[config.mk]
export PLATFORM = sky130hd
export DESIGN_NAME = tile_uop_issuer
export DESIGN_NICKNAME = d
export VERILOG_FILES = /design/src/rtl/tile_uop_pkg.sv /design/src/rtl/uc_store.sv /design/src/rtl/ecc_sequencer.sv /design/src/rtl/logical_decoder.sv /design/src/rtl/lane_mux.sv /design/src/rtl/tile_uop_issuer.sv
export SDC_FILE = /design/constraint.sdc
export NUM_CORES = 1
export LEC_CHECK = 0
export CORE_AREA = 2 2 161 163
export CTS_BUF_LIST = sky130_fd_sc_hd__clkbuf_16
export DETAILED_ROUTE_END_ITERATION = 16
export DIE_AREA = 0 0 163 165
export DONT_BUFFER_PORTS = 1
export RECOVER_POWER = 50
export SLEW_MARGIN = 20
export SYNTH_ARGS = -nofsm -noshare
export SYNTH_HDL_FRONTEND = slang
export SYNTH_SLANG_ARGS = --single-unit
[constraint.sdc]
create_clock -name clk -period 2.3 [get_ports clk]
set_input_delay 0.345 -clock clk [delete_from_list [all_inputs] [get_ports clk]]
set_output_delay 0.345 -clock clk [all_outputs]
set_load 0.01 [all_outputs]
[src/rtl/tile_uop_pkg.sv]
package tile_uop_pkg;

    typedef enum logic {
        ENG_HALT = 1'b0,
        ENG_RUN  = 1'b1
    } eng_state_e;

    typedef enum logic {
        LG_OPEN = 1'b0,
        LG_HOLD = 1'b1
    } lg_state_e;

    localparam int unsigned CELL_QUBITS    = 4;
    localparam int unsigned STORE_BUDGET_B = 4096;

endpackage

[src/rtl/uc_store.sv]
module uc_store
    import tile_uop_pkg::*;
#(
    parameter int unsigned CODE_W = 3,
    parameter int unsigned DEPTH  = 16,
    localparam int unsigned AW    = $clog2(DEPTH),
    localparam int unsigned EW    = CELL_QUBITS * CODE_W
) (
    input  logic          clk,
    input  logic          rst_n,
    input  logic          halted_i,
    input  logic          wr_en_i,
    input  logic [AW-1:0] wr_addr_i,
    input  logic [EW-1:0] wr_data_i,
    input  logic          len_en_i,
    input  logic [AW-1:0] len_last_i,
    input  logic [AW-1:0] rd_addr_i,
    output logic [EW-1:0] rd_entry_o,
    output logic [AW-1:0] last_o,
    output logic          reject_o
);

    logic [EW-1:0] mem_q [DEPTH];
    logic [AW-1:0] last_q;
    logic          reject_q;
    logic          wr_ok;
    logic          len_ok;

    assign wr_ok  = wr_en_i  && halted_i;
    assign len_ok = len_en_i && halted_i;

    always_ff @(posedge clk) begin
        if (!rst_n) begin
            for (int i = 0; i < int'(DEPTH); i++) begin
                mem_q[i] <= '0;
            end
        end else if (wr_ok) begin
            mem_q[wr_addr_i] <= wr_data_i;
        end
    end

    always_ff @(posedge clk) begin
        if (!rst_n) begin
            last_q   <= '0;
            reject_q <= 1'b0;
        end else begin
            if (len_ok) begin
                last_q <= len_last_i;
            end
            reject_q <= !halted_i && (wr_en_i || len_en_i);
        end
    end

    assign rd_entry_o = mem_q[rd_addr_i];
    assign last_o     = last_q;
    assign reject_o   = reject_q;

endmodule

[src/rtl/ecc_sequencer.sv]
module ecc_sequencer
    import tile_uop_pkg::*;
#(
    parameter int unsigned DEPTH = 16,
    localparam int unsigned AW   = $clog2(DEPTH)
) (
    input  logic          clk,
    input  logic          rst_n,
    input  logic          run_i,
    input  logic [AW-1:0] last_i,
    output logic          running_o,
    output logic [AW-1:0] pc_o
);

    eng_state_e    state_q, state_d;
    logic [AW-1:0] pc_q, pc_d;

    always_ff @(posedge clk) begin
        if (!rst_n) begin
            state_q <= ENG_HALT;
            pc_q    <= '0;
        end else begin
            state_q <= state_d;
            pc_q    <= pc_d;
        end
    end

    always_comb begin
        state_d = state_q;
        pc_d    = pc_q;
        unique case (state_q)
            ENG_HALT: begin
                pc_d = '0;
                if (run_i) begin
                    state_d = ENG_RUN;
                end
            end
            ENG_RUN: begin
                if (!run_i) begin
                    state_d = ENG_HALT;
                    pc_d    = '0;
                end else if (pc_q == last_i) begin
                    pc_d = '0;
                end else begin
                    pc_d = pc_q + 1'b1;
                end
            end
            default: begin
                state_d = ENG_HALT;
                pc_d    = '0;
            end
        endcase
    end

    always_comb begin
        running_o = 1'b0;
        unique case (state_q)
            ENG_HALT: running_o = 1'b0;
            ENG_RUN:  running_o = 1'b1;
            default:  running_o = 1'b0;
        endcase
    end

    assign pc_o = pc_q;

endmodule

[src/rtl/logical_decoder.sv]
module logical_decoder
    import tile_uop_pkg::*;
#(
    parameter int unsigned CODE_W = 3,
    parameter int unsigned NQ     = 16,
    localparam int unsigned QW    = $clog2(NQ)
) (
    input  logic              clk,
    input  logic              rst_n,
    input  logic              valid_i,
    input  logic [CODE_W-1:0] op_i,
    input  logic [QW-1:0]     qubit_i,
    output logic              ready_o,
    output logic              issue_v_o,
    output logic [QW-1:0]     issue_q_o,
    output logic [CODE_W-1:0] issue_code_o
);

    lg_state_e         state_q, state_d;
    logic [QW-1:0]     tgt_q;
    logic [CODE_W-1:0] code_q;
    logic              take;

    function automatic logic [CODE_W-1:0] decode_op(input logic [CODE_W-1:0] op);
        logic [CODE_W-1:0] code;
        code = '0;
        if (op != '0) begin
            code = op;
        end
        return code;
    endfunction

    always_ff @(posedge clk) begin
        if (!rst_n) begin
            state_q <= LG_OPEN;
            tgt_q   <= '0;
            code_q  <= '0;
        end else begin
            state_q <= state_d;
            if (take) begin
                tgt_q  <= qubit_i;
                code_q <= decode_op(op_i);
            end
        end
    end

    always_comb begin
        state_d = state_q;
        take    = 1'b0;
        unique case (state_q)
            LG_OPEN: begin
                if (valid_i) begin
                    take    = 1'b1;
                    state_d = LG_HOLD;
                end
            end
            LG_HOLD: state_d = LG_OPEN;
            default: state_d = LG_OPEN;
        endcase
    end

    always_comb begin
        ready_o   = 1'b0;
        issue_v_o = 1'b0;
        unique case (state_q)
            LG_OPEN: ready_o   = 1'b1;
            LG_HOLD: issue_v_o = 1'b1;
            default: ready_o   = 1'b0;
        endcase
    end

    assign issue_q_o    = tgt_q;
    assign issue_code_o = code_q;

endmodule

[src/rtl/lane_mux.sv]
module lane_mux
    import tile_uop_pkg::*;
#(
    parameter int unsigned CODE_W    = 3,
    parameter int unsigned NUM_TILES = 4,
    localparam int unsigned NQ       = NUM_TILES * CELL_QUBITS,
    localparam int unsigned QW       = $clog2(NQ),
    localparam int unsigned EW       = CELL_QUBITS * CODE_W
) (
    input  logic              running_i,
    input  logic [EW-1:0]     entry_i,
    input  logic [NQ-1:0]     mask_i,
    input  logic              issue_v_i,
    input  logic [QW-1:0]     issue_q_i,
    input  logic [CODE_W-1:0] issue_code_i,
    output logic [NQ*CODE_W-1:0] uop_o
);

    for (genvar t = 0; t < int'(NUM_TILES); t++) begin : g_tile
        for (genvar p = 0; p < int'(CELL_QUBITS); p++) begin : g_pos
            localparam int unsigned Q = t * CELL_QUBITS + p;
            logic [CODE_W-1:0] ecc_code;
            logic [CODE_W-1:0] log_code;
            logic              hit;

            assign hit      = issue_v_i && (issue_q_i == QW'(Q));
            assign ecc_code = running_i ? entry_i[p*CODE_W +: CODE_W] : '0;
            assign log_code = hit ? issue_code_i : '0;
            assign uop_o[Q*CODE_W +: CODE_W] = mask_i[Q] ? log_code : ecc_code;
        end
    end

endmodule

[src/rtl/tile_uop_issuer.sv]
module tile_uop_issuer
    import tile_uop_pkg::*;
#(
    parameter int unsigned NUM_TILES = 4,
    parameter int unsigned CODE_W    = 3,
    parameter int unsigned DEPTH     = 16,
    localparam int unsigned NQ       = NUM_TILES * CELL_QUBITS,
    localparam int unsigned QW       = $clog2(NQ),
    localparam int unsigned AW       = $clog2(DEPTH),
    localparam int unsigned EW       = CELL_QUBITS * CODE_W,
    localparam int unsigned STORE_B  = DEPTH * EW + AW
) (
    input  logic                 clk,
    input  logic                 rst_n,
    input  logic                 run_i,
    input  logic                 ucode_we_i,
    input  logic [AW-1:0]        ucode_addr_i,
    input  logic [EW-1:0]        ucode_data_i,
    input  logic                 len_we_i,
    input  logic [AW-1:0]        len_last_i,
    output logic                 cfg_err_o,
    input  logic                 mask_we_i,
    input  logic [NQ-1:0]        mask_i,
    input  logic                 li_valid_i,
    output logic                 li_ready_o,
    input  logic [CODE_W-1:0]    li_op_i,
    input  logic [QW-1:0]        li_qubit_i,
    output logic [NQ*CODE_W-1:0] uop_o
);

    if (STORE_B > STORE_BUDGET_B) begin : g_budget
        $error("microcode store exceeds its bit budget");
    end

    logic              eng_running;
    logic [AW-1:0]     pc;
    logic [AW-1:0]     cfg_last;
    logic [EW-1:0]     cur_entry;
    logic [NQ-1:0]     mask_q;
    logic              iss_v;
    logic [QW-1:0]     iss_q;
    logic [CODE_W-1:0] iss_code;

    always_ff @(posedge clk) begin
        if (!rst_n) begin
            mask_q <= '0;
        end else if (mask_we_i) begin
            mask_q <= mask_i;
        end
    end

    uc_store #(.CODE_W(CODE_W), .DEPTH(DEPTH)) u_store (
        .clk        (clk),
        .rst_n      (rst_n),
        .halted_i   (!eng_running),
        .wr_en_i    (ucode_we_i),
        .wr_addr_i  (ucode_addr_i),
        .wr_data_i  (ucode_data_i),
        .len_en_i   (len_we_i),
        .len_last_i (len_last_i),
        .rd_addr_i  (pc),
        .rd_entry_o (cur_entry),
        .last_o     (cfg_last),
        .reject_o   (cfg_err_o)
    );

    ecc_sequencer #(.DEPTH(DEPTH)) u_seq (
        .clk       (clk),
        .rst_n     (rst_n),
        .run_i     (run_i),
        .last_i    (cfg_last),
        .running_o (eng_running),
        .pc_o      (pc)
    );

    logical_decoder #(.CODE_W(CODE_W), .NQ(NQ)) u_dec (
        .clk          (clk),
        .rst_n        (rst_n),
        .valid_i      (li_valid_i),
        .op_i         (li_op_i),
        .qubit_i      (li_qubit_i),
        .ready_o      (li_ready_o),
        .issue_v_o    (iss_v),
        .issue_q_o    (iss_q),
        .issue_code_o (iss_code)
    );

    lane_mux #(.CODE_W(CODE_W), .NUM_TILES(NUM_TILES)) u_mux (
        .running_i    (eng_running),
        .entry_i      (cur_entry),
        .mask_i       (mask_q),
        .issue_v_i    (iss_v),
        .issue_q_i    (iss_q),
        .issue_code_i (iss_code),
        .uop_o        (uop_o)
    );

endmodule

==> impl_metrics.csv, run 1 <==
group,metric,value,unit
route,num_vias,7238,
finish,fin_nets,929,
finish,layout-drive-gt1-share,19.84,%
clock_tree,cts_tree,"yes",
pwr,switching_share,22.11,%
min_path,holdCritStartpoint,"li_op_i[1]",
pwr,p_int,0.007003,W
finish,fin_area,12980,sq um
pwr,p_comb_share,5.5,%
floorplan,num_io_pins,100,
route,ant_nets,0,
synthesis,synthCells,838,
floorplan,die-height,165,um
outcome,violations,"setup timing",
setup_path,critPathRequiredTime,1.96,ns
synthesis,postSynthAreaPerCell,13.33,sq um
synthesis,syn-num-nets,889,
job,cap_violations,0,
clock_tree,cts_root_buffer,"clkbuf_16",
placed_design,place_hpwl,21810,um
synthesis,seq_area_frac_synth,57.70,%
route,via_per_inst,5.899,
timing,worst_slew_pin_slew,0.9775,ns
route,post_drt_wl_per_cell,25.89,um
clock_tree,numCtsBuffers,26,
finish,area_growth_syn_to_layout,16.22,%
clock_tree,cts.htree.levels,1,
setup_path,ff2ff_setup_slack,0.20,ns
synthesis,ys_warn_count,0,
global_route,grt_max_degree,37,
global_route,grt_usage,23.89,%
setup_path,startpoint_type,"flip-flop",
placed_design,dp_cells,1158,
synthesis,synth_area_leaders,"edfxtp_1 52%, and2_1 11%, mux4_2 9.5%, dfxtp_1 6.1%, mux2i_1 3.7%",
clock_tree,clockBufferDepth,3,
finish,insertedDiodeCount,0,
pwr,clockPowerShare,42.6,%
synthesis,ys_ff_latch,226,
timing,maxSlewHeadroom,34.62,%
global_route,grt_pass1_vias,7379,
min_path,hold_class,"input port to flip-flop",
setup_path,cp_top_family,"multiplexers",
clock_tree,clk_latency,0.52,ns
finish,fillers,2150,
placed_design,finalWeightedCongestion,0.9671,
setup_path,startpoint,"u_seq.pc_o[0]$_SDFF_PP0_",
setup_path,path_buf_inv,2,
outcome,status,"complete, but fails checks",
timing,layout_min_cycle_time,2.827,ns
timing,skew,0.005701,ns
setup_path,reg2reg_from,"u_seq.state_q$_SDFF_PN0_",
setup_path,cpMaxStageDelayCell,"mux4_2",
route,drt_iter0_markers,837,
pwr,switchingPower,0.001988,W
pwr,seqPwrFrac,51.9,%
timing,setup_ws,-0.5270,ns
timing,finalCritPeriodShare,122.9,%
floorplan,rows,58,
setup_path,worstPathCellList,"buf_12, mux4_2, mux2i_4, buf_6, nor3_1, a211o_1",
floorplan,die-width,163,um
floorplan,core,25040,sq um
global_route,antenna_found_initial,1,
setup_path,crit_path_end_kind,"output port",
synthesis,synth_cell_type_count,40,
global_route,grt_first_pass_wirelength,47310,um
global_route,grt_overflow,0,
floorplan,dieArea,26900,sq um
clock_tree,cts_num_sinks,226,
route,drt_pass1_iterations,7,
timing,setup_violations,48,
setup_path,path_max_fanout,12,
timing,fmax,353.7,MHz
setup_path,cp.arrival,2.48,ns
synthesis,synth_edf_count,192,
finish,instances_no_fill,1227,
clock_tree,clk_pin_slew_worst_paths,0.06,ns
timing,rsz0062_at_grt,"yes",
pwr,cellPowerDensity,692.4,nW/um^2
setup_path,critPathMaxStageDelay,0.57,ns
synthesis,async_reset_ff_share,0,%
route,drc,0,
synthesis,synth_top_cell_by_area,"edfxtp_1",
setup_path,crit_type,"flip-flop to output port",
pwr,leakagePower,4.832,nW
route,wl,31760,um
placed_design,placed_cell_area,11810,sq um
synthesis,yosys_most_used_dff,"edfxtp_1",
placed_design,numPortBuffers,0,
synthesis,syn_area,11170,sq um
timing,slew_violations,0,
floorplan,start_util,44.62,%
synthesis,synth_top_area_share,51.61,%
pwr,peakVddDrop,0.5549,mV
timing,hold_violations,0,
path summary, 6_finish.rpt:
| path | depth (start not counted) | endpoint |
|---|---|---|
| worst min-delay path | 2 | u_dec.issue_code_o[1]$_SDFFE_PN0P_ |
| worst max register to register | 4 | u_store.mem_q[6][10]$_SDFFCE_PN0P_ |
| worst min register to register | 2 | u_store.last_o[0]$_SDFFE_PN0P_ |
| worst max-delay path | 6 | uop_o[7] |
power by group through the flow:
stage | clock network, W | registers, W | logic [W]
after floorplan | 0 | 0.00469 | 0.000353
after global placement | 0 | 0.00474 | 0.000443
after detailed placement | 0 | 0.00475 | 0.000451
after CTS | 0.00389 | 0.00466 | 0.000501
after global routing | 0.00405 | 0.00468 | 0.000530
final | 0.00383 | 0.00466 | 0.000496
cells in the final DEF, fill, tap and decap left out, drive strengths merged, types with 2 or more instances in the layout:
master / n
a221o: 12
and2: 196
nand2b: 8
mux4: 48
dlygate4sd3: 11
and4: 6
nor2: 23
inv: 7
clkbuf: 47
dfxtp: 34
edfxtp: 192
mux2i: 45
o211ai: 3
a211o: 24
or3: 2
buf: 59
nand3: 6
nand2: 9
mux2: 3
xnor2: 5
o21ai: 12
a22o: 12
nor2b: 36
clkinv: 13
and3: 9
nor3: 66
timing repair:
item / 4_1_cts / 5_1_grt
buffers inserted: 7 / 0
hold buffers: 11 / 0
pin swaps: 18 / 12
gates cloned: 4 / 0
hold endpoints to repair: 30 / 0
setup endpoints to repair: 48 / 48
gates resized for setup: 29 / 6
registers in the layout, indices dropped and copies added, names as in the netlist:
name and cells:
mask_q 16, u_dec.issue_code_o 3, u_dec.issue_q_o 4, u_dec.state_q 1, u_seq.pc_o 4, u_seq.state_q 1, u_store.last_o 4, u_store.mem_q 192
u_store.reject_o 1
cell families (layout without fill, tap and decap cells):
logic type | Yosys count | count (layout) | synth area share [%]
buffers and inverters | 80 | 139 | 3.225
AO/OA/AOI/OAI | 64 | 64 | 4.726
XOR/XNOR | 6 | 6 | 0.4704
multiplexers | 96 | 96 | 14.41
flip-flops | 226 | 226 | 57.70
adder cells (fa/ha/maj) | 1 | 1 | 0.1120
AND/OR/NAND/NOR | 365 | 365 | 19.35
synthesized netlist by cell type (9+ instances only):
cell type    n
mux2i_1     41
clkbuf_1    53
dfxtp_1     34
o21ai_0     12
buf_2       11
mux4_2      47
nand2_1      9
nor3_1      60
a211o_1     24
edfxtp_1   192
and3_1       9
a221o_1     12
nor2_1      23
and2_1     196
nor2b_1     36
a22o_1      12
layout make-up:
class | instances | area (sq um) | area share [%]
inverter | 2 | 7.507 | 0.05782
sequential | 226 | 6456 | 49.73
clock inverter | 20 | 117.6 | 0.9059
tap | 330 | 412.9 | 3.180
multi-input combinational | 532 | 4493 | 34.61
timing repair buffer | 90 | 820.8 | 6.322
clock buffer | 27 | 675.6 | 5.204
routing by layer:
layer	vias up	share of wire, %	track usage [%]
li1	3179	-	-
met2	312	50	41.78
met1	3696	40	30.13
met3	51	7.4	4.646
met5	-	0	0
met4	0	2.5	7.361
metrics by stage:
stage | utilization [%] | hold WS (ns) | TNS, ns | setup slack [ns] | power, W
floorplan | - | 0.4828 | -3.710 | -0.1546 | 0.005040
global placement | 47.18 | 0.4830 | -0.5615 | -0.06488 | 0.005186
detailed placement | 47.18 | 0.4849 | -0.8894 | -0.09054 | 0.005202
CTS | 52.03 | 0.001489 | -23.14 | -0.5355 | 0.009059
global route | 51.86 | 0.001286 | -25.20 | -0.5773 | 0.009258
finish | 51.86 | 0.01331 | -22.22 | -0.5270 | 0.008990
(Power assumes the default switching activity.)
==> inputs of run 2 (changes only) <==
--- a/config.mk
+++ b/config.mk
@@ -5,12 +5,15 @@
 export SDC_FILE = /design/constraint.sdc
 export NUM_CORES = 1
 export LEC_CHECK = 0
-export CORE_AREA = 2 2 161 163
+export CORE_AREA = 2 2 142 144
 export CTS_BUF_LIST = sky130_fd_sc_hd__clkbuf_16
 export DETAILED_ROUTE_END_ITERATION = 16
-export DIE_AREA = 0 0 163 165
+export DIE_AREA = 0 0 144 146
 export DONT_BUFFER_PORTS = 1
+export MAX_ROUTING_LAYER = met4
+export PLACE_DENSITY = 0.76
 export RECOVER_POWER = 50
+export SKIP_CTS_REPAIR_TIMING = 1
 export SLEW_MARGIN = 20
 export SYNTH_ARGS = -nofsm -noshare
 export SYNTH_HDL_FRONTEND = slang
==> run 2 against run 1 <==
The run still ends with setup timing left; final area fell by 4.7%; via count fell by 2.7%; die area shrank 22%; clock-buffer cell count decreased by 4; cell count down 7.6%; combinational power shrank 9.1%; flip-flop and latch count unchanged; clock skew grew 0.012 ns.
==> impl_metrics.csv, run 2 (synthesized netlist as in run 1, its figures left out) <==
group,metric,value,unit
outcome,status,"complete, but fails checks",
outcome,violations,"setup timing",
pwr,seqPwrFrac,55.3,%
floorplan,start_util,57.78,%
finish,top_register,"u_store.mem_q",
pwr,p_comb_share,5.4,%
setup_path,startpoint_type,"flip-flop",
timing,rsz0062_at_grt,"yes",
route,wl,27480,um
global_route,grt_overflow,0,
clock_tree,cts_root_buffer,"clkbuf_16",
route,ant_nets,0,
job,cap_violations,0,
setup_path,crit_type,"flip-flop to output port",
route,via_per_inst,6.207,
finish,seqCellArea,6455,sq um
timing,hold_violations,0,
finish,fillers,1397,
clock_tree,clk_pin_slew_worst_paths,0.06,ns
pwr,switchingPower,0.001858,W
timing,fmax,365.2,MHz
route,drc,0,
finish,area_growth_syn_to_layout,10.79,%
timing,slew_violations,0,
clock_tree,clockBufferDepth,3,
floorplan,die-width,144,um
setup_path,crit_path_end_kind,"output port",
timing,setup_ws,-0.4380,ns
finish,reg_top3,"u_store.mem_q (192), mask_q (16)",
setup_path,cpMaxStageDelayCell,"mux4_2",
setup_path,critPathRequiredTime,1.96,ns
route,drt_iter0_markers,625,
global_route,antenna_found_initial,0,
floorplan,dieArea,21020,sq um
setup_path,rr_worst_depth,3,
global_route,grt_max_degree,49,
finish,final_common_cell,"edfxtp_1",
setup_path,worstPathCellList,"buf_12, mux4_2, mux2i_2, buf_4, nor3_1, a211o_1",
floorplan,num_io_pins,100,
finish,multi_input_area,4409,sq um
clock_tree,numCtsBuffers,23,
setup_path,reg2reg_to,"u_store.mem_q[5][11]$_SDFFCE_PN0P_",
pwr,cellPowerDensity,680.5,nW/um^2
clock_tree,cts_tree,"yes",
pwr,switching_share,22.06,%
global_route,grt_pass1_vias,7127,
placed_design,dp_worst_setup_slack,0.07037,ns
placed_design,numPortBuffers,0,
floorplan,die-height,146,um
finish,largest_reg_flops,192,
setup_path,reg2reg_from,"u_seq.state_q$_SDFF_PN0_",
min_path,min_path_cells,2,
finish,fin_nets,903,
setup_path,cp.arrival,2.39,ns
setup_path,path_max_fanout,12,
timing,setup_violations,48,
finish,layout-drive-gt1-share,16.80,%
min_path,min_to,"u_dec.issue_code_o[0]$_SDFFE_PN0P_",
clock_tree,clk_latency,0.51,ns
floorplan,rows,51,
finish,mostFrequentLayoutCells,"192 x edfxtp_1, 113 x and2_1, 83 x and2_0",
setup_path,cp_top_family,"multiplexers",
route,drt_pass1_iterations,5,
finish,instances_no_fill,1134,
pwr,clockPowerShare,39.4,%
min_path,holdCritStartpoint,"li_op_i[0]",
finish,insertedDiodeCount,0,
clock_tree,cts_num_sinks,226,
pwr,peakVddDrop,0.4796,mV
timing,layout_min_cycle_time,2.738,ns
clock_tree,cts.htree.levels,1,
timing,worst_slew_pin_slew,0.8650,ns
pwr,p_int,0.006564,W
global_route,grt_usage,26.75,%
placed_design,place_hpwl,18500,um
floorplan,core,19330,sq um
setup_path,path_buf_inv,2,
timing,maxSlewHeadroom,42.33,%
placed_design,finalWeightedCongestion,1.002,
pwr,leakagePower,4.601,nW
timing,finalCritPeriodShare,119.0,%
placed_design,dp_cells,1084,
route,num_vias,7039,
global_route,grt_first_pass_wirelength,40830,um
setup_path,critPathMaxStageDelay,0.53,ns
route,post_drt_wl_per_cell,24.23,um
timing,skew,0.01736,ns
min_path,hold_class,"input port to flip-flop",
setup_path,ff2ff_setup_slack,0.19,ns
## run 2: cell types whose count changed in the layout (fill, tap and decap cells not counted), moves of 4 or more
cell and delta:
mux2i_4 -5, dlygate4sd3_1 -7, and2_0 +15, mux2i_1 +7
buf_4 -4, and2_1 -15, buf_16 -5
## run 2: layer usage
layer	vias to the layer above	track usage (%)	part of all wire [%]
li1	3122	-	-
met1	3491	31.51	37
met4	0	8.137	2.9
met2	362	46.17	51
met5	-	-	0
met3	64	5.495	9.5
## run 2: layout make-up
type	instances	share of cell area, %
Timing Repair Buffer	67	4.125
Clock buffer	23	4.650
Tap cell	265	2.679
Multi-Input combinational cell	532	35.62
Sequential cell	226	52.15
Inverter	2	0.06065
Clock inverter	19	0.7076
## run 2: power groups by stage
stage	Combinational, W	Clock [W]	Sequential (W)
finish	0.000451	0.00332	0.00465
global route	0.000480	0.00354	0.00467
floorplan	0.000353	0	0.00469
global placement	0.000420	0	0.00473
detailed placement	0.000437	0	0.00474
CTS	0.000439	0.00335	0.00465
## run 2: how the worst max path moves through the flow
stage / start / endpoint / slack, ns / depth (start not counted)
global route: u_seq.pc_o[0]$_SDFF_PP0_ / uop_o[35] / -0.50 / 6
finish: u_seq.pc_o[0]$_SDFF_PP0_ / uop_o[43] / -0.44 / 6
CTS: u_seq.pc_o[0]$_SDFF_PP0_ / uop_o[21] / -0.47 / 5
detailed placement: u_seq.pc_o[0]$_SDFF_PP0_ / uop_o[21] / 0.07 / 5
global placement: u_seq.pc_o[0]$_SDFF_PP0_ / uop_o[31] / 0.11 / 6
floorplan: u_seq.state_q$_SDFF_PN0_ / u_store.mem_q[1][0]$_SDFFCE_PN0P_ / -0.15 / 4
## run 2: through the flow
stage | util, % | hold WS, ns | area, sq um | total power (W) | setup TNS (ns)
3_3_place_gp | 60.19 | 0.4769 | 11640 | 0.005147 | 0
6_report | 64.01 | 0.008051 | 12380 | 0.008423 | -18.31
4_1_cts | 63.62 | -0.04227 | 12300 | 0.008443 | -19.77
3_5_place_dp | 60.19 | 0.4848 | 11640 | 0.005176 | 0
2_1_floorplan | - | 0.4828 | 11170 | 0.005040 | -3.710
5_1_grt | 64.01 | 0.001162 | 12380 | 0.008683 | -21.63
==> inputs of run 3 (changes only) <==
--- a/config.mk
+++ b/config.mk
@@ -11,7 +11,7 @@
 export DIE_AREA = 0 0 144 146
 export DONT_BUFFER_PORTS = 1
 export MAX_ROUTING_LAYER = met4
-export PLACE_DENSITY = 0.76
+export PLACE_DENSITY = 0.84
 export RECOVER_POWER = 50
 export SKIP_CTS_REPAIR_TIMING = 1
 export SLEW_MARGIN = 20
==> run 3 against run 2 <==
The flow still finishes with violations (setup timing); maximum frequency fell by 2.0%; final area rose by 2.5%; combinational power rose by 2%; critical path type unchanged; highest routed layer unchanged.
==> impl_metrics.csv, run 3 (synthesized netlist as in run 1, its figures left out) <==
group,metric,value,unit
setup_path,cp_top_family,"multiplexers",
setup_path,path_max_fanout,7,
setup_path,critPathMaxStageDelay,0.54,ns
setup_path,path_buf_inv,2,
route,num_vias,7160,
floorplan,start_util,57.78,%
finish,layout-drive-gt1-share,19.09,%
setup_path,worstPathCellList,"buf_12, mux4_2, mux2i_1, buf_4, nor3_1, a211o_1",
placed_design,placed_cell_area,11680,sq um
timing,finalCritPeriodShare,121.5,%
timing,fmax,357.9,MHz
timing,layout_min_cycle_time,2.794,ns
route,drc,0,
finish,reg_top3,"u_store.mem_q (192), mask_q (16)",
timing,worst_slew_pin_slew,0.8552,ns
global_route,grt_usage,26.68,%
global_route,grt_first_pass_wirelength,40860,um
finish,mostFrequentLayoutCells,"192 x edfxtp_1, 123 x and2_1, 73 x and2_0",
route,wl,27840,um
setup_path,startpoint_type,"flip-flop",
timing,hold_violations,0,
placed_design,place_hpwl,18320,um
global_route,grt_overflow,0,
finish,final_common_cell,"edfxtp_1",
floorplan,die-height,146,um
route,drt_iter0_markers,729,
clock_tree,numCtsBuffers,24,
global_route,antenna_found_initial,0,
floorplan,core,19330,sq um
job,cap_violations,0,
clock_tree,cts_tree,"yes",
timing,rsz0062_at_grt,"yes",
clock_tree,clk_latency,0.51,ns
clock_tree,cts_root_buffer,"clkbuf_16",
setup_path,ff2ff_setup_slack,0.21,ns
setup_path,crit_path_end_kind,"output port",
finish,area_growth_syn_to_layout,13.54,%
timing,holdWs,0.002758,ns
clock_tree,cts.htree.levels,1,
setup_path,cpMaxStageDelayCell,"mux4_2",
route,via_per_inst,6.281,
finish,insertedDiodeCount,0,
setup_path,critPathRequiredTime,1.96,ns
floorplan,rows,51,
clock_tree,clockBufferDepth,3,
min_path,hold_class,"input port to flip-flop",
global_route,grt_max_degree,49,
finish,top_register,"u_store.mem_q",
finish,fin_nets,908,
floorplan,num_io_pins,100,
pwr,cellPowerDensity,716.6,nW/um^2
route,drt_pass1_iterations,6,
floorplan,die-width,144,um
route,ant_nets,0,
placed_design,numPortBuffers,0,
pwr,leakagePower,4.701,nW
floorplan,dieArea,21020,sq um
setup_path,cp.arrival,2.45,ns
clock_tree,cts_num_sinks,226,
timing,maxSlewHeadroom,42.99,%
clock_tree,clk_pin_slew_worst_paths,0.06,ns
timing,setup_ws,-0.4944,ns
placed_design,finalWeightedCongestion,1.016,
outcome,status,"complete, but fails checks",
setup_path,crit_type,"flip-flop to output port",
timing,skew,0.006137,ns
global_route,grt_pass1_vias,7057,
pwr,peakVddDrop,0.4084,mV
timing,setup_violations,48,
outcome,violations,"setup timing",
route,post_drt_wl_per_cell,24.42,um
finish,largest_reg_flops,192,
finish,fin_area,12680,sq um
timing,slew_violations,0,
run 3: layer usage:
metal  global-route usage [%]  wire length (um)
met1                    32.43             10400
met2                    44.17             13900
met3                    4.640              2396
met4                    11.03              1135
met5                        -                 0
run 3: final timing paths:
check / from / endpoint / cells after the start
min: rst_n / mask_q[14]$_SDFFE_PN0P_ / 1
min reg2reg: mask_q[4]$_SDFFE_PN0P_ / mask_q[4]$_SDFFE_PN0P_ / 2
max reg2reg: u_seq.state_q$_SDFF_PN0_ / u_store.mem_q[6][5]$_SDFFCE_PN0P_ / 3
max: u_seq.pc_o[0]$_SDFF_PP0_ / uop_o[43] / 6
run 3: cell type report:
| class | count | area, sq um |
|---|---|---|
| Fill cell | 1276 | 6650 |
| Tap cell | 265 | 331.6 |
| Timing Repair Buffer | 71 | 595.6 |
| Inverter | 2 | 7.507 |
| Sequential cell | 226 | 6450 |
| Clock buffer | 25 | 625.6 |
| Multi-Input combinational cell | 532 | 4479 |
| Clock inverter | 19 | 195.2 |
run 3: where the power goes:
part / leakage, nW / switching, W / internal, W
logic: 1.95 / 0.000264 / 0.000195
clock network: 0.413 / 0.00155 / 0.00242
registers: 2.34 / 0.0000979 / 0.00457
run 3: through the flow:
step / power [W] / std cells / setup TNS, ns / utilization, % / setup WS, ns
floorplan: 0.005040 / 838 / -3.710 / - / -0.1546
global placement: 0.005152 / 1087 / 0 / 60.43 / 0.06373
detailed placement: 0.005173 / 1087 / 0 / 60.43 / 0.03392
CTS: 0.009077 / 1131 / -20.43 / 64.67 / -0.4985
global route: 0.009323 / 1140 / -23.31 / 65.61 / -0.5239
finish: 0.009090 / 1140 / -20.68 / 65.61 / -0.4944
run 3: worst reg2reg max path, cell delays in order, from the launching register on:
cell and delay [ns]:
dfxtp_1 0.33, or3_1 0.51, o21ai_0 0.20, clkbuf_1 0.67
